`src/rtl/wdt_pkg.sv`:
```
// Package: shared register addresses, control/status bit positions and the
// two-word key that releases watchdog mode.
package wdt_pkg;
    localparam logic [2:0] REG_LOAD  = 3'd0;
    localparam logic [2:0] REG_COUNT = 3'd1;
    localparam logic [2:0] REG_CTRL  = 3'd2;
    localparam logic [2:0] REG_STAT  = 3'd3;
    localparam logic [2:0] REG_KEY   = 3'd4;

    localparam int CTRL_RUN     = 0;
    localparam int CTRL_AUTO    = 1;
    localparam int CTRL_IEN     = 2;
    localparam int CTRL_WD      = 3;
    localparam int CTRL_PRE_LSB = 8;

    localparam int STAT_EVT = 0;
    localparam int STAT_WDF = 1;

    localparam logic [31:0] KEY_FIRST  = 32'hA5C3_0F01;
    localparam logic [31:0] KEY_SECOND = 32'h3C5A_F002;
endpackage

```
`src/rtl/wdt_prescale.sv`:
```
// Prescaler: emits one tick every div+1 enabled clocks.
// Assumes: clr restarts the period; while en is low the period is held at zero.
module wdt_prescale #(
    parameter int PRE_W = 8
) (
    input  logic             clk,
    input  logic             rst_n,
    input  logic             en,
    input  logic             clr,
    input  logic [PRE_W-1:0] div,
    output logic             tick
);
    logic [PRE_W-1:0] cnt_q;

    // tick when the period counter has reached the divider value
    assign tick = en && (cnt_q >= div);

    // advance or restart the period counter
    always_ff @(posedge clk) begin
        if (!rst_n)               cnt_q <= '0;
        else if (clr || !en)      cnt_q <= '0;
        else if (tick)            cnt_q <= '0;
        else                      cnt_q <= cnt_q + 1'b1;
    end

    // between ticks the period counter steps by exactly one
    a_r2_period_step: assert property (@(posedge clk) disable iff (!rst_n)
        en && !clr && !tick |=> cnt_q == $past(cnt_q) + 1'b1);

    // an idle prescaler sits at the start of its period
    a_r11_idle_clear: assert property (@(posedge clk) disable iff (!rst_n)
        !en |=> cnt_q == '0);
endmodule

```
`src/rtl/wdt_downcnt.sv`:
```
// Down-counter: loads on demand, steps down on tick, and flags the tick that
// finishes the count. Assumes: ld has priority over tick; reload is used
// only on the 1 -> terminal step; at zero the counter stays put.
module wdt_downcnt #(
    parameter int CNT_W = 32
) (
    input  logic             clk,
    input  logic             rst_n,
    input  logic             ld,
    input  logic [CNT_W-1:0] ld_data,
    input  logic             tick,
    input  logic             reload,
    input  logic [CNT_W-1:0] reload_val,
    output logic [CNT_W-1:0] count,
    output logic             term
);
    localparam logic [CNT_W-1:0] ONE = CNT_W'(1);

    logic [CNT_W-1:0] cnt_q;

    assign count = cnt_q;
    // terminal step: a tick that arrives while the count is one
    assign term  = tick && !ld && (cnt_q == ONE);

    // load, reload or decrement the count
    always_ff @(posedge clk) begin
        if (!rst_n)                      cnt_q <= '0;
        else if (ld)                     cnt_q <= ld_data;
        else if (tick && cnt_q != '0) begin
            if (cnt_q == ONE && reload)  cnt_q <= reload_val;
            else                         cnt_q <= cnt_q - ONE;
        end
    end

    // a load takes effect at the next edge
    a_r3_load_value: assert property (@(posedge clk) disable iff (!rst_n)
        ld |=> cnt_q == $past(ld_data));

    // a tick above one lowers the count by one
    a_r2_decrement: assert property (@(posedge clk) disable iff (!rst_n)
        tick && !ld && cnt_q > ONE |=> cnt_q == $past(cnt_q) - ONE);

    // zero is sticky without a load
    a_r4_stop_zero: assert property (@(posedge clk) disable iff (!rst_n)
        !ld && cnt_q == '0 |=> cnt_q == '0);

    // without tick or load the count does not move
    a_r11_hold: assert property (@(posedge clk) disable iff (!rst_n)
        !tick && !ld |=> $stable(cnt_q));
endmodule

```
`src/rtl/wdt_rststretch.sv`:
```
// Reset-request stretcher: a one-cycle fire becomes a request held for
// RST_CYCLES clocks. Assumes: a fire during the pulse restarts the length.
module wdt_rststretch #(
    parameter int RST_CYCLES = 16
) (
    input  logic clk,
    input  logic rst_n,
    input  logic fire,
    output logic req
);
    localparam int RW = $clog2(RST_CYCLES + 1);

    logic [RW-1:0] left_q;

    assign req = (left_q != '0);

    // count down the remaining request cycles
    always_ff @(posedge clk) begin
        if (!rst_n)          left_q <= '0;
        else if (fire)       left_q <= RW'(RST_CYCLES);
        else if (left_q != '0) left_q <= left_q - 1'b1;
    end

    // the request starts on the edge after a fire
    a_r8_req_start: assert property (@(posedge clk) disable iff (!rst_n)
        fire |=> req);

    // no request appears without a fire
    a_r8_req_quiet: assert property (@(posedge clk) disable iff (!rst_n)
        !req && !fire |=> !req);
endmodule

```
`src/rtl/wdt_ivt.sv`:
```
// Dual-mode watchdog / interval timer top. Holds the software-visible
// registers, the watchdog lock and key sequence, and wires the prescaler,
// down-counter and reset stretcher. Assumes: one register write per cycle,
// combinational read, CNT_W >= CTRL_PRE_LSB + PRE_W.
module wdt_ivt
    import wdt_pkg::*;
#(
    parameter int CNT_W      = 32,
    parameter int PRE_W      = 8,
    parameter int RST_CYCLES = 16
) (
    input  logic             clk,
    input  logic             rst_n,
    input  logic             wr_en,
    input  logic [2:0]       wr_addr,
    input  logic [CNT_W-1:0] wr_data,
    input  logic [2:0]       rd_addr,
    output logic [CNT_W-1:0] rd_data,
    output logic             irq,
    output logic             rst_req
);
    logic             run_q, auto_q, ien_q, wd_q, stage_q, evt_q, wdf_q;
    logic [PRE_W-1:0] presc_q;
    logic [CNT_W-1:0] load_q;
    logic [CNT_W-1:0] count;
    logic             tick, term, fire, cnt_en;
    logic             wr_load, wr_ctrl, wr_stat, wr_key, key_a_hit, key_b_hit;

    // decode the write strobe per register
    always_comb begin
        wr_load   = wr_en && (wr_addr == REG_LOAD);
        wr_ctrl   = wr_en && (wr_addr == REG_CTRL);
        wr_stat   = wr_en && (wr_addr == REG_STAT);
        wr_key    = wr_en && (wr_addr == REG_KEY);
        key_a_hit = wr_key && (wr_data == CNT_W'(KEY_FIRST));
        key_b_hit = wr_key && stage_q && (wr_data == CNT_W'(KEY_SECOND));
    end

    assign cnt_en = run_q || wd_q;
    assign fire   = term && wd_q;
    assign irq    = evt_q && ien_q && !wd_q;

    wdt_prescale #(.PRE_W(PRE_W)) u_pre (
        .clk(clk), .rst_n(rst_n), .en(cnt_en), .clr(wr_load),
        .div(presc_q), .tick(tick)
    );

    wdt_downcnt #(.CNT_W(CNT_W)) u_cnt (
        .clk(clk), .rst_n(rst_n), .ld(wr_load), .ld_data(wr_data),
        .tick(tick), .reload(auto_q && !wd_q), .reload_val(load_q),
        .count(count), .term(term)
    );

    wdt_rststretch #(.RST_CYCLES(RST_CYCLES)) u_rst (
        .clk(clk), .rst_n(rst_n), .fire(fire), .req(rst_req)
    );

    // capture the load value
    always_ff @(posedge clk) begin
        if (!rst_n)       load_q <= '0;
        else if (wr_load) load_q <= wr_data;
    end

    // capture the plain control fields
    always_ff @(posedge clk) begin
        if (!rst_n) begin
            run_q   <= 1'b0;
            auto_q  <= 1'b0;
            ien_q   <= 1'b0;
            presc_q <= '0;
        end else if (wr_ctrl) begin
            run_q   <= wr_data[CTRL_RUN];
            auto_q  <= wr_data[CTRL_AUTO];
            ien_q   <= wr_data[CTRL_IEN];
            presc_q <= wr_data[CTRL_PRE_LSB +: PRE_W];
        end
    end

    // watchdog lock: set by CTRL, released only by the key pair
    always_ff @(posedge clk) begin
        if (!rst_n)                            wd_q <= 1'b0;
        else if (wr_ctrl && wr_data[CTRL_WD])  wd_q <= 1'b1;
        else if (key_b_hit)                    wd_q <= 1'b0;
    end

    // key sequence progress: armed only by a first-key write
    always_ff @(posedge clk) begin
        if (!rst_n)      stage_q <= 1'b0;
        else if (wr_key) stage_q <= key_a_hit;
    end

    // sticky status flags with write-one-to-clear, set wins
    always_ff @(posedge clk) begin
        if (!rst_n) begin
            evt_q <= 1'b0;
            wdf_q <= 1'b0;
        end else begin
            if (term && !wd_q)                         evt_q <= 1'b1;
            else if (wr_stat && wr_data[STAT_EVT])     evt_q <= 1'b0;
            if (fire)                                  wdf_q <= 1'b1;
            else if (wr_stat && wr_data[STAT_WDF])     wdf_q <= 1'b0;
        end
    end

    // register read multiplexer
    always_comb begin
        rd_data = '0;
        case (rd_addr)
            REG_LOAD:  rd_data = load_q;
            REG_COUNT: rd_data = count;
            REG_CTRL: begin
                rd_data[CTRL_RUN]                  = run_q;
                rd_data[CTRL_AUTO]                 = auto_q;
                rd_data[CTRL_IEN]                  = ien_q;
                rd_data[CTRL_WD]                   = wd_q;
                rd_data[CTRL_PRE_LSB +: PRE_W]     = presc_q;
            end
            REG_STAT: begin
                rd_data[STAT_EVT] = evt_q;
                rd_data[STAT_WDF] = wdf_q;
            end
            default:   rd_data = '0;
        endcase
    end

    // an interval terminal event always leaves the flag set
    a_r7_evt_set: assert property (@(posedge clk) disable iff (!rst_n)
        term && !wd_q |=> evt_q);

    // a watchdog expiry records itself in status
    a_r8_wdf_set: assert property (@(posedge clk) disable iff (!rst_n)
        fire |=> wdf_q);

    // leaving watchdog mode needs the second key on the KEY address
    a_r10_exit_key: assert property (@(posedge clk) disable iff (!rst_n)
        $fell(wd_q) |-> $past(wr_en && wr_addr == REG_KEY
                              && wr_data == CNT_W'(KEY_SECOND)));

    // a CTRL write cannot drop watchdog mode
    a_r10_ctrl_lock: assert property (@(posedge clk) disable iff (!rst_n)
        wd_q && wr_ctrl |=> wd_q);

    // the interrupt stays quiet while the watchdog is armed
    a_r6_irq_gate: assert property (@(posedge clk) disable iff (!rst_n)
        wd_q |-> !irq);
endmodule

```
`config.mk`:
```
export PLATFORM = sky130hd
export DESIGN_NAME = wdt_ivt
export DESIGN_NICKNAME = d
export VERILOG_FILES = /design/src/rtl/wdt_pkg.sv /design/src/rtl/wdt_prescale.sv /design/src/rtl/wdt_downcnt.sv /design/src/rtl/wdt_rststretch.sv /design/src/rtl/wdt_ivt.sv
export SDC_FILE = /design/constraint.sdc
export NUM_CORES = 1
export LEC_CHECK = 0
export ABC_AREA = 1
export CAP_MARGIN = 20
export CORE_ASPECT_RATIO = 2
export CORE_UTILIZATION = 51
export CTS_CLUSTER_DIAMETER = 60
export DETAILED_ROUTE_END_ITERATION = 8
export PLACE_DENSITY = 0.77
export SLEW_MARGIN = 15
export SYNTH_ARGS = -nofsm -noshare
export SYNTH_HDL_FRONTEND = slang
export SYNTH_HIERARCHICAL = 1
export SYNTH_SLANG_ARGS = --single-unit
```
`constraint.sdc`:
```
create_clock -name clk -period 2 [get_ports clk]
set_input_delay 0.4 -clock clk [delete_from_list [all_inputs] [get_ports clk]]
set_output_delay 0.4 -clock clk [all_outputs]
set_load 0.005 [all_outputs]
```
After elaboration in Yosys (flattened, before gate mapping)

Index checks and enable logic that the tools add are counted.

Word-level logic and storage cells: 79
Input bits: 41
Register bits after elaboration: 92
Output and inout port bits: 34

Bitwise logic cells: 1
Reduce and logical (&&, ||, !) cells: 36
Mux-type cells: 16
Equal/unequal tests: 9
$lt $le $gt $ge: 1
Add/subtract/negate cells: 3

Operators with widths:

| kind                    | count |
|---|---|
| $mux W32                | 3 |
| $eq A32 B1 Y1 const B   | 1 |
| $eq A32 B30 Y1 const B  | 1 |
| $eq A32 B32 Y1 const B  | 1 |
| $pmux W16 S2            | 1 |
| $reduce_bool A32 Y1     | 1 |
| $sub A32 B1 Y32 const B | 1 |
| $pmux W8 S3             | 1 |
| $logic_and A1 B1 Y1     | 20 |
| $eq A3 B2 Y1 const B    | 4 |
| $mux W5                 | 2 |
| $reduce_bool A2 Y1      | 5 |
| $add A8 B1 Y8 const B   | 1 |
| $ge A8 B8 Y1            | 1 |
| $pmux W2 S4             | 1 |
| $pmux W4 S2             | 1 |
| $logic_not A3 Y1        | 2 |
| $mux W1                 | 6 |
| $pmux W2 S3             | 1 |
| $reduce_bool A5 Y1      | 1 |
| $sub A5 B1 Y5 const B   | 1 |
| $eq A3 B1 Y1 const B    | 1 |
| $eq A3 B3 Y1 const B    | 1 |
| $logic_not A1 Y1        | 3 |
| other kinds (4)         | 5 |

Logic depth before layout (Yosys ltp)

Gate-level depths: netlist (run 1).

Depth after elaboration: 7
Mapped depth: 18
Mapped depth without buffers: 17

Hierarchy

Netlist (run 1), hierarchy kept.

By module, submodules not included:

| module         | cells an instance | seq. area each (um2) | times used | area each (um2) |
|---|---|---|---|---|
| wdt_downcnt    | 495               | 640.6                | 1          | 2834.0 |
| wdt_ivt        | 339               | 940.9                | 1          | 2391.0 |
| wdt_prescale   | 77                | 160.2                | 1          | 569.3 |
| wdt_rststretch | 34                | 100.1                | 1          | 247.7 |

Least setup slack after synthesis (run 1)

No wires, ideal clock.

Path kind: input port to flip-flop
Start: in wr_addr[1]
End: reg u_rst.left_q[3]
Path slack: 0.092 ns
Data arrival time: 1.838 ns
Setup time: 0.070 ns
Buffers on the path: 3
Stages on the path: 13
Cells stage by stage: nor2_2 nand2_4 inv_2 buf_6 buf_6 inv_2 buf_2 and3_1 nand2_1 inv_1 nor2_1 nand2_1 a21oi_1

Word-level cells in the longest chain between the ends: 7

Ends and longest elaborated chain:

| what                              | RTL line             | source |
|---|---|---|
| from (decl)                       | wdt_ivt.sv:15        | `input logic [2:0] wr_addr,` |
| $logic_not A3 Y1                  | wdt_ivt.sv:31        | `wr_load = wr_en && (wr_addr == REG_LOAD);` |
| $logic_and A1 B1 Y1               | wdt_ivt.sv:31        |  |
| named net wr_load                 | wdt_ivt.sv:27        | `logic wr_load, wr_ctrl, wr_stat, wr_key, key_a_hit, key_b_hit;` |
| $logic_not A1 Y1                  | wdt_downcnt.sv:23    | `assign term = tick && !ld && (cnt_q == ONE);` |
| $logic_and A1 B1 Y1 (2 in series) | wdt_downcnt.sv:23    |  |
| named net term                    | wdt_ivt.sv:26        | `logic tick, term, fire, cnt_en;` |
| $logic_and A1 B1 Y1               | wdt_ivt.sv:40        | `assign fire = term && wd_q;` |
| named net fire                    | wdt_ivt.sv:26        |  |
| $reduce_or A2 Y1 (no source line) | n/a                  |  |
| to (signal assigned)              | wdt_rststretch.sv:20 | `else if (fire) left_q <= RW'(RST_CYCLES);` |
| to (signal assigned)              | wdt_rststretch.sv:21 | `else if (left_q != '0) left_q <= left_q - 1'b1;` |
| to (decl)                         | wdt_rststretch.sv:13 | `logic [RW-1:0] left_q;` |

The timed path passes the listed nets, and every way through them passes these cells.
A chain may end at the register's enable or synchronous reset.

Final worst setup path (run 1)

Start: reg presc_q[6]
End: reg u_cnt.cnt_q[10], in the netlist u_cnt/count[10]

Word-level cells in the longest chain between the ends: 4

Ends and longest elaborated chain:

| what                                | RTL line           | source |
|---|---|---|
| from (decl)                         | wdt_ivt.sv:23      | `logic [PRE_W-1:0] presc_q;` |
| from (signal assigned)              | wdt_ivt.sv:75      | `presc_q <= wr_data[CTRL_PRE_LSB +: PRE_W];` |
| $ge A8 B8 Y1                        | wdt_prescale.sv:16 | `assign tick = en && (cnt_q >= div);` |
| $logic_and A1 B1 Y1                 | wdt_prescale.sv:16 |  |
| named net tick                      | wdt_ivt.sv:26      |  |
| $logic_and A1 B1 Y1                 | wdt_downcnt.sv:29  | `else if (tick && cnt_q != '0) begin` |
| $reduce_bool A2 Y1 (no source line) | n/a                |  |
| to (signal assigned)                | wdt_downcnt.sv:28  | `else if (ld) cnt_q <= ld_data;` |
| to (signal assigned)                | wdt_downcnt.sv:30  | `if (cnt_q == ONE && reload) cnt_q <= reload_val;` |
| to (signal assigned)                | wdt_downcnt.sv:31  | `else cnt_q <= cnt_q - ONE;` |
| to (decl)                           | wdt_downcnt.sv:19  | `logic [CNT_W-1:0] cnt_q;` |

The timed path passes the listed nets, and every way through them passes these cells.

==> metrics.cfg, run 1 <==
[global_route]
first_global_vias=7273
antenna_found_initial=0
grt_pass1_wl_um=36540
overflow=0
grt_max_degree=34
grt_use_total=0.3958

[place]
gp_congestion=0.9917
io_buffers=74
detailedPlace.worstSlack_ns=-0.4849
place_area_um2=7432
hpwl_um=16160

[clock_network]
cts_htree_levels=3
cts_hold_buf=0
cts_tree=done
clockBufferDepth=2
cts.clk_slew.worst_paths_ns=0.07
insertion_delay_ns=0.35
cts_sinks=92
root_buffer=clkbuf_16
cts_buffers=9

[worst_setup_path]
crit_family=simple AND/OR/NAND/NOR gates
crit_path_start_kind=flop
r2r_setup_slack_ns=-0.15
cp_slowest_cell=dfxtp_2
worstPathCellList=inv_1 > ha_1 > nand2_2 > nor2_4 > nand2_2 > nand3_2 > nand2_2 > inv_2 > o21ai_4 > nand2_2 > clkinv_4 > buf_12 > buf_16 > nor2_2 > nand2_1 > a21oi_2
critPathArrivalTime_ns=2.43
reg2reg_from=presc_q[6]
crit_path_end_kind=flop
cpPeakStageDelay_ns=0.33
crit_fanout=7
r2r_end=u_cnt/count[10]
path_class=flop to flop
worstRegToRegCells=16
cp.required_ns=2.28
critPathBufInv=5
crit_top_cell=nand2_2

[sta]
hold_slack_ns=0.3550
max-slew-margin-rel=0.6327
period_share=1.076
tightest_slew_ns=0.5504
rsz0062_at_grt=true
hold_viol=0
final.min_clock_period_ns=2.153
tns_ns=-2.494
fin_ws_ns=-0.1528
fmax_mhz=464.5
finalMaxSlewViolations=0
clock-skew-final_ns=0.01066
setup_viol=31

[pwr]
power.leakage_nw=3.972
vdd_drop_max_v=0.0005226
powerDensity_nw_per_um2=781.5

[yosys]
synth-edff-count=0
synth.ff_latch_count=92
yosys-top-cells-area=dfxtp_1, nand2_1, nor2_1
synth-async-reset-ratio=0
synth_area_leader_cell=dfxtp_1
synthFlopType=dfxtp_1
syn_nets=998
syn_area_um2=6042
avgSynthCellArea_um2=6.394
synth-seq-area-share=0.3048
yosysWarnings=6
synth.distinct_cells=44
synth_top_area_share=0.3048
syn_inst=945

[final_layout]
final_cell_mix=nand2_1, nor2_1, buf_4
final_area_um2=8584
final_common_cell=nand2_1
layout-drive-gt1-share=0.2691
nNetsFinal=1164
antenna-diode-count=0
fillers=872
area_delta_synth_final_pct=42.08

[outcome]
violations=negative setup slack
status=finished, violations left

[die]
fp.dieH_um=155.9
row_count=55
ios=75
die_x_um=78.97
core_um2=11420
dieArea_um2=12310
initial_core_util=0.5289

[detailed_routing]
drcViolationCount=0
vias=7407
drt_iter0_drc=646
vias_per_cell=5.893
dr.pass1.iters=5
ant_nets=0
wl_per_cell_um=19.55
routed_wl_um=24580

[min_path]
hold_path.class=input pin to flop
hold_path_depth=3
hold_path_startpoint=rst_n
whs_endpoint=presc_q[5]

[job]
maxCapViolCount=0

==> metal layers <==
layer | vias up | track usage | part of all wire
li1 | 3396 | - | -
met5 | - | 0 | 0
met4 | 0 | 0.4156 | 0.11
met1 | 3410 | 0.3503 | 0.31
met2 | 435 | 0.6876 | 0.51
met3 | 166 | 0.09298 | 0.069
==> layout make-up <==
type                            count  area, um2  area share
Tap cell                          142      177.7     0.02070
Multi-Input combinational cell    731       4071      0.4743
Inverter                           85      344.1     0.04008
Clock inverter                      4      32.53    0.003790
Timing Repair Buffer              192       1854      0.2160
Clock buffer                       11      252.7     0.02944
Sequential cell                    92       1852      0.2157
==> per-stage QoR <==
step	cells	power [mW]	utilization
floorplan	945	3.770	-
global placement	1209	4.596	0.6506
detailed placement	1209	4.630	0.6506
CTS	1249	6.487	0.7243
global route	1257	7.010	0.7515
finish	1257	6.709	0.7515
==> cells by family after synthesis <==
group                    count (synthesis)  share of synthesized area
flip-flops                              92                     0.3048
AO/OA/AOI/OAI                          167                     0.1671
XOR/XNOR                                18                    0.02609
adder cells (fa/ha/maj)                 12                    0.02485
buffers and inverters                  122                    0.09298
AND/OR/NAND/NOR                        534                     0.3841
==> worst reg2reg max path, stage by stage (launching register included) <==
cell	delay (ns)
dfxtp_2	0.33
inv_1	0.05
ha_1	0.29
nand2_2	0.08
nor2_4	0.16
nand2_2	0.09
nand3_2	0.08
nand2_2	0.07
inv_2	0.08
o21ai_4	0.06
nand2_2	0.10
clkinv_4	0.11
buf_12	0.15
buf_16	0.14
nor2_2	0.10
nand2_1	0.09
a21oi_2	0.13
==> state kept, by name, indices dropped and copies added, names as in the netlist <==
name / cells
auto_q: 1
evt_q: 1
ien_q: 1
load_q: 32
presc_q: 8
run_q: 1
stage_q: 1
u_cnt/count: 32
u_pre/cnt_q: 8
u_rst/left_q: 5
wd_q: 1
wdf_q: 1
==> cells in the mapped netlist (2+ instances only) <==
| library cell | number |
|---|---|
| xnor2_1 | 10 |
| o21ai_0 | 54 |
| nand3_1 | 66 |
| nand2_2 | 8 |
| buf_6 | 9 |
| nand3b_1 | 2 |
| nand2_1 | 233 |
| o21bai_1 | 4 |
| nor2_4 | 6 |
| inv_1 | 79 |
| nor3_1 | 6 |
| a22o_1 | 20 |
| nor2_2 | 13 |
| nand2_4 | 3 |
| buf_1 | 2 |
| o21ai_1 | 3 |
| ha_1 | 12 |
| inv_2 | 3 |
| dfxtp_1 | 92 |
| a21oi_1 | 59 |
| nor2_1 | 170 |
| or2_0 | 2 |
| buf_2 | 12 |
| nand3_2 | 4 |
| nand4_1 | 13 |
| xor2_1 | 8 |
| clkbuf_1 | 12 |
| o21ai_2 | 3 |
| a21oi_2 | 14 |
| o211ai_1 | 7 |
| or2_2 | 3 |
==> timing repair <==
action,4_1_cts,5_1_grt
cloned,8,0
gates resized for setup,126,83
setup buffers,17,11
setup endpoints to repair,68,56
pin swaps,16,35
==> worst max-delay path by stage <==
stage                     from               to  slack (ns)  cells past startpoint
finish              presc_q[6]  u_cnt/count[10]       -0.15                     16
global placement    rd_addr[1]      rd_data[16]       -0.45                      7
floorplan           wr_addr[1]  u_rst/left_q[3]        0.09                     13
detailed placement  rd_addr[1]      rd_data[13]       -0.48                      8
global route        presc_q[1]  u_cnt/count[10]       -0.24                     18
CTS                 rd_addr[2]      rd_data[18]       -0.06                      7
==> report_power, final <==
part	internal (mW)	leakage [nW]	switching [mW]
Combinational	1.19	3.09	1.76
Sequential	1.96	0.751	0.114
Clock	0.912	0.134	0.770
(Power assumes the default switching activity.)
==> run 2: changes to the inputs <==
Settings changed: GPL_ROUTABILITY_DRIVEN set to 0.
==> run 2 against run 1 <==
Effect of this change:
- the run still ends with negative setup slack left
- clock skew about the same
- power up 1.7%
- clock power up 9%
- setup slack better by 0.14 ns
- design area down 0.90%
- flip-flop and latch count unchanged
- first-iteration DRC count up 5.1%
- critical path depth down 1
- via count down 0.15%
- cell count down 0.40%
- fmax up 7.1%
- global-route usage down 3.5 points
- highest routed layer unchanged
==> metrics.cfg, run 2 (synthesis gave the netlist of run 1 again) <==
[outcome]
status=finished, violations left
violations=negative setup slack

[final_layout]
final_area_um2=8507
area_delta_synth_final_pct=40.80
final_cell_mix=nand2_1, nor2_1, buf_4
final-seq-area_um2=1853
nNetsFinal=1158
final_common_cell=nand2_1
fillers=882
multiInputGateArea_um2=3976
final_cells=1252
fin_util=0.7447
antenna-diode-count=0
layout-drive-gt1-share=0.2550

[min_path]
hold_path_depth=3
whs_endpoint=presc_q[5]
hold_path.class=input pin to flop
hold_path_startpoint=rst_n

[place]
dp.cells=1210
place_area_um2=7477
detailedPlace.worstSlack_ns=-0.4980
hpwl_um=16060
io_buffers=74

[worst_setup_path]
r2r_setup_slack_ns=-0.01
cpPeakStageDelay_ns=0.34
worstPathCellList=inv_2 > ha_4 > nand2_4 > nor2_2 > nand2_2 > nand3_2 > nand2_2 > inv_2 > o21ai_4 > nand2_4 > clkinv_8 > buf_12 > nor2_2 > nand2_1 > a21oi_2
cp_slowest_cell=dfxtp_2
worstRegToRegCells=15
path_class=flop to flop
critPathBufInv=4
crit_path_end_kind=flop
crit_fanout=8
r2r_end=u_cnt/count[0]
reg2reg_from=presc_q[2]
crit_family=simple AND/OR/NAND/NOR gates
crit_path_start_kind=flop
cp.required_ns=2.28
critPathArrivalTime_ns=2.29

[pwr]
powerDensity_nw_per_um2=802.4
vdd_drop_max_v=0.0005920
comb_power_share=0.426
switching_share=0.3966
p_clk_frac=0.268
switchingPower_mw=2.707
power.leakage_nw=4.135
p_seq_frac=0.306
intPower_mw=4.118

[die]
die_x_um=78.97
ios=75
row_count=55
dieArea_um2=12310
initial_core_util=0.5289
fp.dieH_um=155.9
core_um2=11420

[detailed_routing]
ant_nets=0
vias=7396
drt_iter0_drc=679
drcViolationCount=0
vias_per_cell=5.907
dr.pass1.iters=6
wl_per_cell_um=18.85
routed_wl_um=23600

[sta]
fmax_mhz=497.3
finalMaxSlewViolations=0
hold_viol=0
setup_viol=2
hold_slack_ns=0.3671
rsz0062_at_grt=true
clock-skew-final_ns=0.01037
period_share=1.005
fin_ws_ns=-0.01080
tightest_slew_ns=0.4777
final.min_clock_period_ns=2.011
max-slew-margin-rel=0.6812

[clock_network]
cts_htree_levels=3
insertion_delay_ns=0.35
cts_sinks=92
cts_buffers=9
cts_tree=done
root_buffer=clkbuf_16
cts.clk_slew.worst_paths_ns=0.08
clockBufferDepth=2

[job]
maxCapViolCount=0

[global_route]
grt_use_total=0.3609
first_global_vias=6808
grt_max_degree=30
antenna_found_initial=0
overflow=0
grt_pass1_wl_um=33690

[run 2: area by class of cell]
| cell class | count | share of cell area |
|---|---|---|
| Multi-Input combinational cell | 731 | 0.4674 |
| Sequential cell | 92 | 0.2178 |
| Timing Repair Buffer | 186 | 0.2162 |
| Inverter | 85 | 0.04089 |
| Clock buffer | 9 | 0.02647 |
| Tap cell | 142 | 0.02089 |
| Clock inverter | 7 | 0.01030 |
[run 2: how the worst max path moves through the flow]
stage,startpoint,cells after the start,slack [ns],end
2_1_floorplan,wr_addr[1],13,0.09,u_rst/left_q[3]
3_3_place_gp,rd_addr[1],7,-0.46,rd_data[21]
3_5_place_dp,rd_addr[1],8,-0.50,rd_data[13]
4_1_cts,presc_q[3],17,-0.004,u_cnt/count[28]
5_1_grt,presc_q[2],17,-0.07,u_cnt/count[0]
6_report,presc_q[2],15,-0.01,u_cnt/count[0]
[run 2: power by group through the flow]
stage | logic, mW | clock network, mW | registers (mW)
2_1_floorplan | 1.65 | 0 | 2.12
3_3_place_gp | 2.45 | 0 | 2.12
3_5_place_dp | 2.49 | 0 | 2.12
4_1_cts | 2.58 | 1.83 | 2.08
5_1_grt | 3.11 | 1.92 | 2.10
6_report | 2.91 | 1.83 | 2.09
[run 2: worst register-to-register path, delay by kind of cell (launching register included)]
kind | cells | cell delay [ns]
AND/OR/NAND/NOR | 8 | 0.70
flip-flops | 1 | 0.34
AO/OA/AOI/OAI | 2 | 0.20
adder cells (fa/ha/maj) | 1 | 0.27
buffers and inverters | 4 | 0.42
[run 2: through the flow]
stage	total power [mW]	TNS [ns]
2_1_floorplan	3.770	0
3_5_place_dp	4.607	-16.39
4_1_cts	6.492	-0.01041
6_report	6.826	-0.01526
3_3_place_gp	4.568	-14.54
5_1_grt	7.136	-0.7583
[run 2: repair_timing]
action / 4_1_cts / 5_1_grt
resized for setup: 98 / 101
hold buffers: 0 / 0
pin swaps: 6 / 20
buffers inserted: 6 / 12
hold endpoints to repair: 0 / 0
gates cloned: 2 / 6
endpoints found under the setup margin: 65 / 56
[run 2: layer usage]
metal | vias up | GRT usage | part of all wire
li1 | 3392 | - | -
met1 | 3372 | 0.3507 | 0.32
met2 | 462 | 0.6478 | 0.51
met3 | 170 | 0.04854 | 0.068
met4 | 0 | 0.3143 | 0.10
met5 | - | 0 | 0
